**src/rtl/sadc_pkg.sv**
```systemverilog
package sadc_pkg;
  localparam int ADDR_W = 5;
  localparam int CH_W   = 3;

  typedef enum logic [2:0] {
    ST_HOLD, ST_IDLE, ST_SHIFT, ST_ACQ, ST_CONV, ST_SEND, ST_WAKE
  } st_t;

  typedef struct packed {
    logic            pu;
    logic            single;
    logic [CH_W-1:0] pos;
    logic [CH_W-1:0] neg;
  } sel_t;
endpackage

```
**src/rtl/sadc_sync_edge.sv**
```systemverilog
module sadc_sync_edge #(
  parameter int          STAGES  = 2,
  parameter int          W       = 4,
  parameter logic [W-1:0] RST_VAL = '0
) (
  input  logic         clk,
  input  logic         rst,
  input  logic [W-1:0] din,
  output logic [W-1:0] dout,
  output logic         rise0,
  output logic         fall0
);
  logic [W-1:0] chain [STAGES];
  logic         prev0;

  generate
    for (genvar g = 0; g < STAGES; g++) begin : g_stage
      if (g == 0) begin : g_first
        always_ff @(posedge clk) begin
          if (rst) chain[g] <= RST_VAL;
          else     chain[g] <= din;
        end
      end else begin : g_next
        always_ff @(posedge clk) begin
          if (rst) chain[g] <= RST_VAL;
          else     chain[g] <= chain[g-1];
        end
      end
    end
  endgenerate

  always_ff @(posedge clk) begin
    if (rst) prev0 <= RST_VAL[0];
    else     prev0 <= chain[STAGES-1][0];
  end

  assign dout  = chain[STAGES-1];
  assign rise0 = dout[0] & ~prev0;
  assign fall0 = ~dout[0] & prev0;
endmodule

```
**src/rtl/sadc_addr_dec.sv**
```systemverilog
module sadc_addr_dec
  import sadc_pkg::*;
(
  input  logic [ADDR_W-1:0] word,
  output sel_t              sel
);
  // arrival order: word[4] first .. word[0] last
  always_comb begin
    sel.pu     = word[4];
    sel.single = word[3];
    sel.pos    = {word[1], word[0], word[2]};
    sel.neg    = word[3] ? '0 : {word[1], word[0], ~word[2]};
  end
endmodule

```
**src/rtl/sadc_pwr_wait.sv**
```systemverilog
module sadc_pwr_wait #(
  parameter int PUP_CLKS = 64
) (
  input  logic clk,
  input  logic rst,
  input  logic en,
  output logic done
);
  localparam int CW = $clog2(PUP_CLKS + 1);
  logic [CW-1:0] cnt;

  always_ff @(posedge clk) begin
    if (rst || !en) cnt <= '0;
    else if (cnt != CW'(PUP_CLKS - 1)) cnt <= cnt + 1'b1;
  end

  assign done = en && (cnt == CW'(PUP_CLKS - 1));
endmodule

```
**src/rtl/sadc_front.sv**
```systemverilog
module sadc_front
  import sadc_pkg::*;
#(
  parameter int RES_W       = 11,
  parameter int ACQ_EDGES   = 9,
  parameter int PUP_CLKS    = 64,
  parameter int SYNC_STAGES = 2
) (
  input  logic             clk,
  input  logic             rst,
  input  logic             cs_n,
  input  logic             sclk,
  input  logic             sdi,
  input  logic             pd_pin,
  output logic             sdo,
  output logic             sdo_oe,
  output logic             busy,
  output logic             busy_oe,
  output logic             analog_on,
  output logic             acq,
  output logic             mux_en,
  output logic [CH_W-1:0]  mux_pos,
  output logic [CH_W-1:0]  mux_neg,
  output logic             mux_neg_com,
  output logic             sar_start,
  input  logic             sar_done,
  input  logic [RES_W-1:0] sar_result,
  output logic             res_valid
);
  localparam int BIT_CW = $clog2(RES_W);
  localparam int ACQ_CW = $clog2(ACQ_EDGES);
  localparam int ADR_CW = $clog2(ADDR_W);

  logic [3:0] pins_s;
  logic       rise, fall;
  logic       cs_lo, sdi_s, pd_s;

  sadc_sync_edge #(.STAGES(SYNC_STAGES), .W(4), .RST_VAL(4'b0010)) u_sync (
    .clk(clk), .rst(rst),
    .din({pd_pin, sdi, cs_n, sclk}),
    .dout(pins_s), .rise0(rise), .fall0(fall)
  );
  assign cs_lo = ~pins_s[1];
  assign sdi_s = pins_s[2];
  assign pd_s  = pins_s[3];

  st_t               state;
  logic [ADDR_W-1:0] addr;
  logic [ADR_CW-1:0] abit;
  logic [ACQ_CW-1:0] acq_cnt;
  logic [BIT_CW-1:0] bit_cnt;
  logic [RES_W-1:0]  res_q;
  logic              pwr_on, seen, oe_q;
  sel_t              sel_new, sel_q;
  logic              wake_en, wake_done;

  sadc_addr_dec u_dec (.word({addr[ADDR_W-2:0], sdi_s}), .sel(sel_new));

  assign wake_en = (state == ST_WAKE) && !cs_lo && !pd_s;
  sadc_pwr_wait #(.PUP_CLKS(PUP_CLKS)) u_pwr (
    .clk(clk), .rst(rst), .en(wake_en), .done(wake_done)
  );

  always_ff @(posedge clk) begin
    if (rst) begin
      state     <= ST_HOLD;
      addr      <= '0;
      abit      <= '0;
      acq_cnt   <= '0;
      bit_cnt   <= '0;
      res_q     <= '0;
      sel_q     <= '0;
      pwr_on    <= 1'b1;
      seen      <= 1'b0;
      res_valid <= 1'b0;
      sar_start <= 1'b0;
      busy      <= 1'b0;
      sdo       <= 1'b0;
      oe_q      <= 1'b0;
    end else begin
      sar_start <= 1'b0;
      oe_q      <= cs_lo;
      if (pd_s) begin
        state  <= ST_WAKE;
        pwr_on <= 1'b0;
        busy   <= 1'b0;
      end else begin
        case (state)
          ST_HOLD: if (rise && !cs_lo) state <= ST_IDLE;
          ST_IDLE: if (cs_lo) begin
            state <= ST_SHIFT;
            abit  <= '0;
          end
          ST_SHIFT: begin
            if (!cs_lo) state <= ST_IDLE;
            else if (rise) begin
              addr <= {addr[ADDR_W-2:0], sdi_s};
              abit <= abit + 1'b1;
              if (abit == ADR_CW'(ADDR_W - 1)) begin
                if (!sel_new.pu) begin
                  pwr_on <= 1'b0;
                  state  <= ST_HOLD;
                end else if (!pwr_on) begin
                  pwr_on <= 1'b1;
                  state  <= ST_WAKE;
                end else begin
                  sel_q   <= sel_new;
                  acq_cnt <= '0;
                  state   <= ST_ACQ;
                end
              end
            end
          end
          ST_ACQ: if (rise || fall) begin
            acq_cnt <= acq_cnt + 1'b1;
            if (acq_cnt == ACQ_CW'(ACQ_EDGES - 1)) begin
              sar_start <= 1'b1;
              busy      <= 1'b1;
              state     <= ST_CONV;
            end
          end
          ST_CONV: if (sar_done) begin
            res_q     <= sar_result;
            res_valid <= seen;
            seen      <= 1'b1;
            busy      <= 1'b0;
            bit_cnt   <= '0;
            state     <= ST_SEND;
          end
          ST_SEND: if (cs_lo && fall) begin
            sdo     <= res_q[bit_cnt];
            bit_cnt <= bit_cnt + 1'b1;
            if (bit_cnt == BIT_CW'(RES_W - 1)) state <= ST_HOLD;
          end
          ST_WAKE: if (wake_done) begin
            pwr_on <= 1'b1;
            state  <= ST_IDLE;
          end
          default: state <= ST_HOLD;
        endcase
      end
    end
  end

  assign sdo_oe      = oe_q;
  assign busy_oe     = oe_q;
  assign analog_on   = pwr_on;
  assign acq         = (state == ST_ACQ);
  assign mux_en      = (state == ST_ACQ) || (state == ST_CONV);
  assign mux_pos     = sel_q.pos;
  assign mux_neg     = sel_q.neg;
  assign mux_neg_com = sel_q.single;
endmodule

```
**config.mk**
```make
export PLATFORM = sky130hd
export DESIGN_NAME = sadc_front
export DESIGN_NICKNAME = d
export VERILOG_FILES = /design/src/rtl/sadc_pkg.sv /design/src/rtl/sadc_sync_edge.sv /design/src/rtl/sadc_addr_dec.sv /design/src/rtl/sadc_pwr_wait.sv /design/src/rtl/sadc_front.sv
export SDC_FILE = /design/constraint.sdc
export NUM_CORES = 1
export LEC_CHECK = 0
export BUFFER_PORTS_ARGS = -buffer_cell sky130_fd_sc_hd__buf_2
export CAP_MARGIN = 20
export CORE_ASPECT_RATIO = 0.6
export CORE_MARGIN = 2
export CORE_UTILIZATION = 30
export CTS_CLUSTER_SIZE = 10
export DETAILED_ROUTE_END_ITERATION = 8
export PLACE_DENSITY_LB_ADDON = 0.2
export SYNTH_ARGS = -nofsm -noshare
export SYNTH_HDL_FRONTEND = slang
export SYNTH_HIERARCHICAL = 1
export SYNTH_SLANG_ARGS = --single-unit
```
**constraint.sdc**
```tcl
create_clock -name clk -period 2.5 [get_ports clk]
set_input_delay 0.25 -clock clk [delete_from_list [all_inputs] [get_ports clk]]
set_output_delay 0.25 -clock clk [all_outputs]
set_load 0.1 [all_outputs]
```
==> impl_metrics.py, run 1 <==
metrics = {
    "synthesis": {
        "synth_edf_count": 0,
        "yosysWarnings": 6,
        "syn_area_per_cell_um2": 9.70,
        "syn_inst": 291,
        "synth_area_mm2": 0.00282,
        "synth.ff_latch_count": 59,
        "syn_nets": 316,
        "synth_seq_area_share_pct": 41.9,
        "synth_top_flop_cell": "dfxtp_1",
        "synth.distinct_cells": 53,
        "async_flop_share_pct": 0,
    },
    "global_route": {
        "overflow": 0,
        "grt_antenna_before_repair": 0,
        "track_usage_pct": 12.3,
        "grt_pass1_vias": 1885,
        "grt_pass1_wl_mm": 9.55,
        "grt_max_degree": 29,
    },
    "power": {
        "p_per_area_mw_per_mm2": 815,
        "p_sw_share_pct": 23.8,
        "power_frac_clock_pct": 51.1,
        "switching_power_mw": 0.658,
        "seqPwrFrac_pct": 35.9,
        "p_leak_nw": 1.31,
        "vdd_drop_max_mv": 0.376,
        "comb_power_share_pct": 12.9,
        "intPower_mw": 2.11,
    },
    "clock_network": {
        "cts_setup_buffers": 0,
        "postCtsHoldBufs": 0,
        "cts_resized": 0,
        "cts_buffers": 9,
        "root_buffer": "clkbuf_16",
        "h-tree-depth": 3,
        "cts_tree": "yes",
        "cts.sinks": 59,
        "clock_latency_ns": 0.33,
        "cts.clk_slew.worst_paths_ns": 0.05,
        "clockBufferDepth": 2,
    },
    "min_path": {
        "min_path_type": "in2reg",
    },
    "sta": {
        "fin_crit_ns": 2.28,
        "worst_pin_slew_ns": 0.534,
        "finalClockSkew_ns": 0.00720,
        "min_period_over_period_pct": 91.4,
        "hold_viol_final": 0,
        "slew_headroom_pct": 64.4,
        "fin_setup_tns_ns": 0,
        "clock.fmax_mhz": 438,
        "slew_viol_final": 0,
        "rsz0062_at_grt": "no",
        "hold_ws_ns": 0.115,
        "setup_viol": 0,
    },
    "routing": {
        "routed_via_density": 4.50,
        "ant_nets": 0,
        "drtIter0Drc": 100,
        "drc": 0,
        "dr.pass1.iters": 4,
        "routed_wl_mm": 5.84,
        "post_drt_wl_per_cell_um": 12.7,
        "vias": 2062,
    },
    "floorplanning": {
        "die-width_um": 129,
        "fp-row-count": 27,
        "die-area_mm2": 0.0102,
        "ioPinCount": 34,
        "core_mm2": 0.00916,
        "die_h_um": 79.1,
        "initial_core_util_pct": 30.8,
    },
    "setup_path": {
        "crit_chain": "ha_4 -> nand3_2 -> or3_1 -> nor2_1 -> and3b_2 -> a211oi_1 -> o221ai_1 -> a211o_2 -> a31oi_1",
        "slowest_delay_ns": 0.38,
        "arrival_ns": 2.53,
        "crit_type": "reg2reg",
        "critPathSlowestCell": "dfxtp_2",
        "crit_fanout": 5,
        "endpoint_kind": "register",
        "start_kind": "register",
        "critPathRequiredTime_ns": 2.75,
    },
    "cells_and_area": {
        "syn_to_final_growth_pct": 20.2,
        "diodes": 0,
        "final_layout_size_suffix_gt1_share_pct": 24.1,
        "final_nets": 348,
        "fillerInstances": 917,
    },
    "place": {
        "place_hpwl_mm": 4.05,
        "io_buffers": 33,
        "gp_congestion": 0.793,
    },
    "outcome": {
        "status": "completed",
    },
    "run": {
        "maxCapViolations": 0,
    },
}
layout by cell type (no fill, tap or decap), drive strengths merged, types with 3 or more instances in the layout:
cell / netlist / routed
a2111oi: 3 / 3
a211oi: 4 / 4
a21oi: 8 / 8
a31oi: 6 / 6
buf: 16 / 44
bufinv: 0 / 3
clkbuf: 5 / 12
dfxtp: 59 / 59
ha: 7 / 7
inv: 14 / 14
mux2i: 28 / 28
nand2: 13 / 13
nand2b: 5 / 5
nand3: 4 / 4
nand3b: 4 / 4
nor2: 39 / 39
nor2b: 14 / 14
nor3: 11 / 11
nor3b: 5 / 5
o21ai: 12 / 12
o221ai: 3 / 3
area by class of cell:
class                           instances  area (um2)  share of cell area, %
Inverter                               14        52.6                   1.55
Clock inverter                          4        97.6                   2.88
Timing Repair Buffer                   44         248                   7.31
Multi-Input combinational cell        195        1400                   41.3
Tap cell                              130         163                   4.80
Clock buffer                           12         246                   7.27
Sequential cell                        59        1180                   34.9
power by group through the flow:
stage | clock [mW] | combinational [mW] | sequential, mW
global placement | 0 | 0.358 | 1.01
floorplan | 0 | 0.269 | 1.03
CTS | 1.45 | 0.359 | 0.993
global route | 1.49 | 0.386 | 0.997
detailed placement | 0 | 0.357 | 1.01
finish | 1.41 | 0.358 | 0.993
synth_stat cells, types with 2 or more instances:
cell | number | area share, %
o21ai_0 | 11 | 2.0
nand2_1 | 13 | 1.7
clkbuf_1 | 3 | 0.40
a211oi_1 | 2 | 0.53
mux2i_1 | 28 | 9.9
a31oi_1 | 6 | 1.3
a21oi_1 | 8 | 1.4
nand3_1 | 3 | 0.53
and2b_2 | 2 | 0.62
xnor2_1 | 2 | 0.62
nand3b_1 | 4 | 1.1
inv_1 | 14 | 1.9
buf_2 | 3 | 0.53
nor2_1 | 39 | 5.2
nand2b_1 | 5 | 1.1
or3_1 | 2 | 0.44
or2_1 | 2 | 0.44
xor2_1 | 2 | 0.62
nor3b_1 | 4 | 1.1
a2111oi_0 | 2 | 0.62
buf_6 | 5 | 2.0
ha_1 | 7 | 3.1
o221ai_1 | 3 | 0.93
a211oi_2 | 2 | 0.89
mux4_2 | 2 | 1.6
buf_4 | 7 | 1.9
nor3_1 | 9 | 1.6
dfxtp_1 | 59 | 42
nor2b_1 | 14 | 3.1
a311oi_1 | 2 | 0.62
and4_2 | 2 | 0.71
clkbuf_8 | 2 | 0.98
dlygate4sd1_1 | 2 | 0.62
path summary, 6_finish.rpt:
path                                                     from  cells after the start                            end  slack, ns
worst max-delay path                u_pwr/cnt[0]$_SDFFE_PP0P_                      9          state[1]$_SDFFE_PP0P_       0.22
worst min-delay path                                     cs_n                      2  u_sync/chain[0][1]$_SDFF_PP1_       0.12
worst max register to register      u_pwr/cnt[0]$_SDFFE_PP0P_                      9          state[1]$_SDFFE_PP0P_       0.22
worst min register to register  u_sync/chain[0][1]$_SDFF_PP1_                      1  u_sync/chain[1][1]$_SDFF_PP1_       0.44
registers in the layout, summed over array words and instances, names as in the netlist, 3 cells and up:
signal	cells
acq_cnt	4
mux_neg	3
bit_cnt	4
state	3
u_sync/chain	8
abit	3
res_q	11
mux_pos	3
u_pwr/cnt	7
addr	4
metal layers:
metal	track usage [%]	vias up	wire, um
met5	0	-	0
li1	-	1070	-
met3	4.92	11	320
met4	4.57	0	80
met2	15.3	36	2180
met1	18.5	945	3250
stage by stage:
step                      util, %  total power [mW]  std cells  instance area (um2)  setup WS [ns]
after detailed placement     33.1              1.37        442                 3030          0.137
after CTS                    36.9              2.80        458                 3380          0.111
after global placement       33.1              1.37        442                 3030          0.250
final                        37.0              2.76        458                 3390          0.216
after global routing         37.0              2.87        458                 3390         0.0444
after floorplan                 -              1.30        291                 2820          0.134
critical path: cells and delay by family, from the launching register on:
kind	cells	cell delay, ns
adder cells (fa/ha/maj)	1	0.17
AO/OA/AOI/OAI	4	0.88
AND/OR/NAND/NOR	4	0.77
flip-flops	1	0.38
kinds of logic after synthesis:
kind of cell | synth area share, %
mux | 11.9
simple gates | 21.9
compound gates | 11.0
fa+ha+maj | 3.10
flops | 41.9
buf+inv | 8.96
xor+xnor | 1.24
Note: power is estimated with default switching activity, not from simulation.
==> inputs of run 2 (changes only) <==
- clock period: 2.5 -> 2.2 ns (I/O delays scaled with it)
==> impl_metrics.py, run 2 (synthesis results as in run 1) <==
metrics = {
    "place": {
        "gp_congestion": 0.784,
        "post_dp_cell_area_mm2": 0.00310,
        "place_hpwl_mm": 4.23,
        "io_buffers": 33,
    },
    "routing": {
        "vias": 2095,
        "drtIter0Drc": 107,
        "drc": 0,
        "post_drt_wl_per_cell_um": 12.9,
        "dr.pass1.iters": 4,
        "routed_wl_mm": 5.96,
        "routed_via_density": 4.52,
        "ant_nets": 0,
    },
    "power": {
        "intPower_mw": 2.27,
        "p_sw_share_pct": 26.0,
        "seqPwrFrac_pct": 36.7,
        "p_per_area_mw_per_mm2": 888,
        "p_leak_nw": 1.33,
        "comb_power_share_pct": 14.1,
        "power_frac_clock_pct": 49.2,
        "switching_power_mw": 0.796,
        "vdd_drop_max_mv": 0.379,
    },
    "cells_and_area": {
        "final_layout_size_suffix_gt1_share_pct": 27.0,
        "largest_register": "res_q",
        "postLayoutCellArea_mm2": 0.00345,
        "largest_reg_flops": 11,
        "reg_top3": "res_q: 11 flops, u_sync/chain: 8 flops, u_pwr/cnt: 7 flops",
        "final_cell_mix": "dfxtp_1, nor2_1, buf_2",
        "final_util_pct": 37.7,
        "layout_commonest_cell": "dfxtp_1",
        "diodes": 0,
        "final_nets": 353,
        "syn_to_final_growth_pct": 22.3,
    },
    "global_route": {
        "track_usage_pct": 12.9,
        "grt_pass1_vias": 1965,
        "grt_max_degree": 31,
        "overflow": 0,
        "grt_pass1_wl_mm": 10.0,
        "grt_antenna_before_repair": 0,
    },
    "sta": {
        "clock.fmax_mhz": 466,
        "fin_crit_ns": 2.14,
        "setup_viol": 0,
        "hold_viol_final": 0,
        "slew_viol_final": 0,
        "fin_setup_tns_ns": 0,
        "finalClockSkew_ns": 0.00845,
        "hold_ws_ns": 0.0796,
        "worst_pin_slew_ns": 0.567,
        "rsz0062_at_grt": "yes",
        "slew_headroom_pct": 62.2,
        "min_period_over_period_pct": 97.4,
    },
    "setup_path": {
        "crit_fanout": 4,
        "critPathRequiredTime_ns": 2.45,
        "critPathSlowestCell": "or3_4",
        "crit_buf_inv": 0,
        "start_kind": "register",
        "endpoint_kind": "register",
        "arrival_ns": 2.39,
        "crit_family": "compound AO/OA/AOI/OAI gates",
        "crit_type": "reg2reg",
        "slowest_delay_ns": 0.39,
        "crit_chain": "ha_4 -> nand3_2 -> or3_4 -> nor2_4 -> and3b_2 -> a211oi_2 -> o221ai_2 -> a211o_2 -> a31oi_1",
    },
    "floorplanning": {
        "fp-row-count": 27,
        "initial_core_util_pct": 30.8,
        "die-area_mm2": 0.0102,
        "ioPinCount": 34,
        "die_h_um": 79.1,
        "core_mm2": 0.00916,
        "die-width_um": 129,
    },
    "clock_network": {
        "h-tree-depth": 3,
        "root_buffer": "clkbuf_16",
        "cts.clk_slew.worst_paths_ns": 0.06,
        "cts_tree": "yes",
        "clockBufferDepth": 2,
        "cts_buffers": 9,
        "clock_latency_ns": 0.33,
        "cts.sinks": 59,
    },
    "min_path": {
        "min_path_type": "in2reg",
    },
    "run": {
        "maxCapViolations": 0,
    },
    "outcome": {
        "status": "completed",
    },
}
[run 2: worst register-to-register path: stages, from the launching register on]
cell	delay, ns
dfxtp_4	0.36
ha_4	0.15
nand3_2	0.08
or3_4	0.39
nor2_4	0.09
and3b_2	0.21
a211oi_2	0.18
o221ai_2	0.13
a211o_2	0.33
a31oi_1	0.15
[run 2: final cells by class]
class / count / area [um2]
fill: 937 / 5700
clock buffer: 9 / 225
inverter: 14 / 52.6
timing repair buffer: 49 / 298
sequential: 59 / 1190
multi-input combinational: 195 / 1420
tap: 130 / 163
clock inverter: 7 / 100
[run 2: final timing paths]
path | endpoint | startpoint | cells after the start | slack (ns)
setup / recovery | state[1]$_SDFFE_PP0P_ | u_pwr/cnt[1]$_SDFFE_PP0P_ | 9 | 0.06
setup reg to reg | state[1]$_SDFFE_PP0P_ | u_pwr/cnt[1]$_SDFFE_PP0P_ | 9 | 0.06
hold / removal | u_sync/chain[0][1]$_SDFF_PP1_ | cs_n | 2 | 0.08
hold reg to reg | u_sync/chain[1][1]$_SDFF_PP1_ | u_sync/chain[0][1]$_SDFF_PP1_ | 1 | 0.41
[run 2: repair_timing]
item                                    CTS  global route
endpoints found under the hold margin     0             0
endpoints found under the setup margin    0             3
buffers inserted                          0             1
gates resized for setup                   0             5
hold buffers                              0             0
[run 2: layer usage]
| layer | share of wire (%) | vias up | GRT usage, % |
|---|---|---|---|
| met5 | 0 | - | 0 |
| met4 | 1.1 | 0 | 5.22 |
| met3 | 4.8 | 6 | 4.92 |
| met2 | 39 | 41 | 16.5 |
| met1 | 55 | 967 | 18.9 |
| li1 | - | 1081 | - |
[run 2: stage by stage]
step,power (mW),setup slack (ns),cells
finish,3.06,0.0562,463
CTS,3.11,0.00448,462
global route,3.20,-0.0331,463
floorplan,1.48,-0.00231,291
detailed placement,1.58,0.0191,446
global placement,1.58,0.105,446
[run 2: power groups by stage]
stage                     Combinational [mW]  Clock, mW  Sequential (mW)
after floorplan                        0.316          0             1.17
after global placement                 0.429          0             1.15
after detailed placement               0.434          0             1.15
after CTS                              0.435       1.55             1.13
after global routing                   0.467       1.61             1.13
final                                  0.433       1.51             1.12
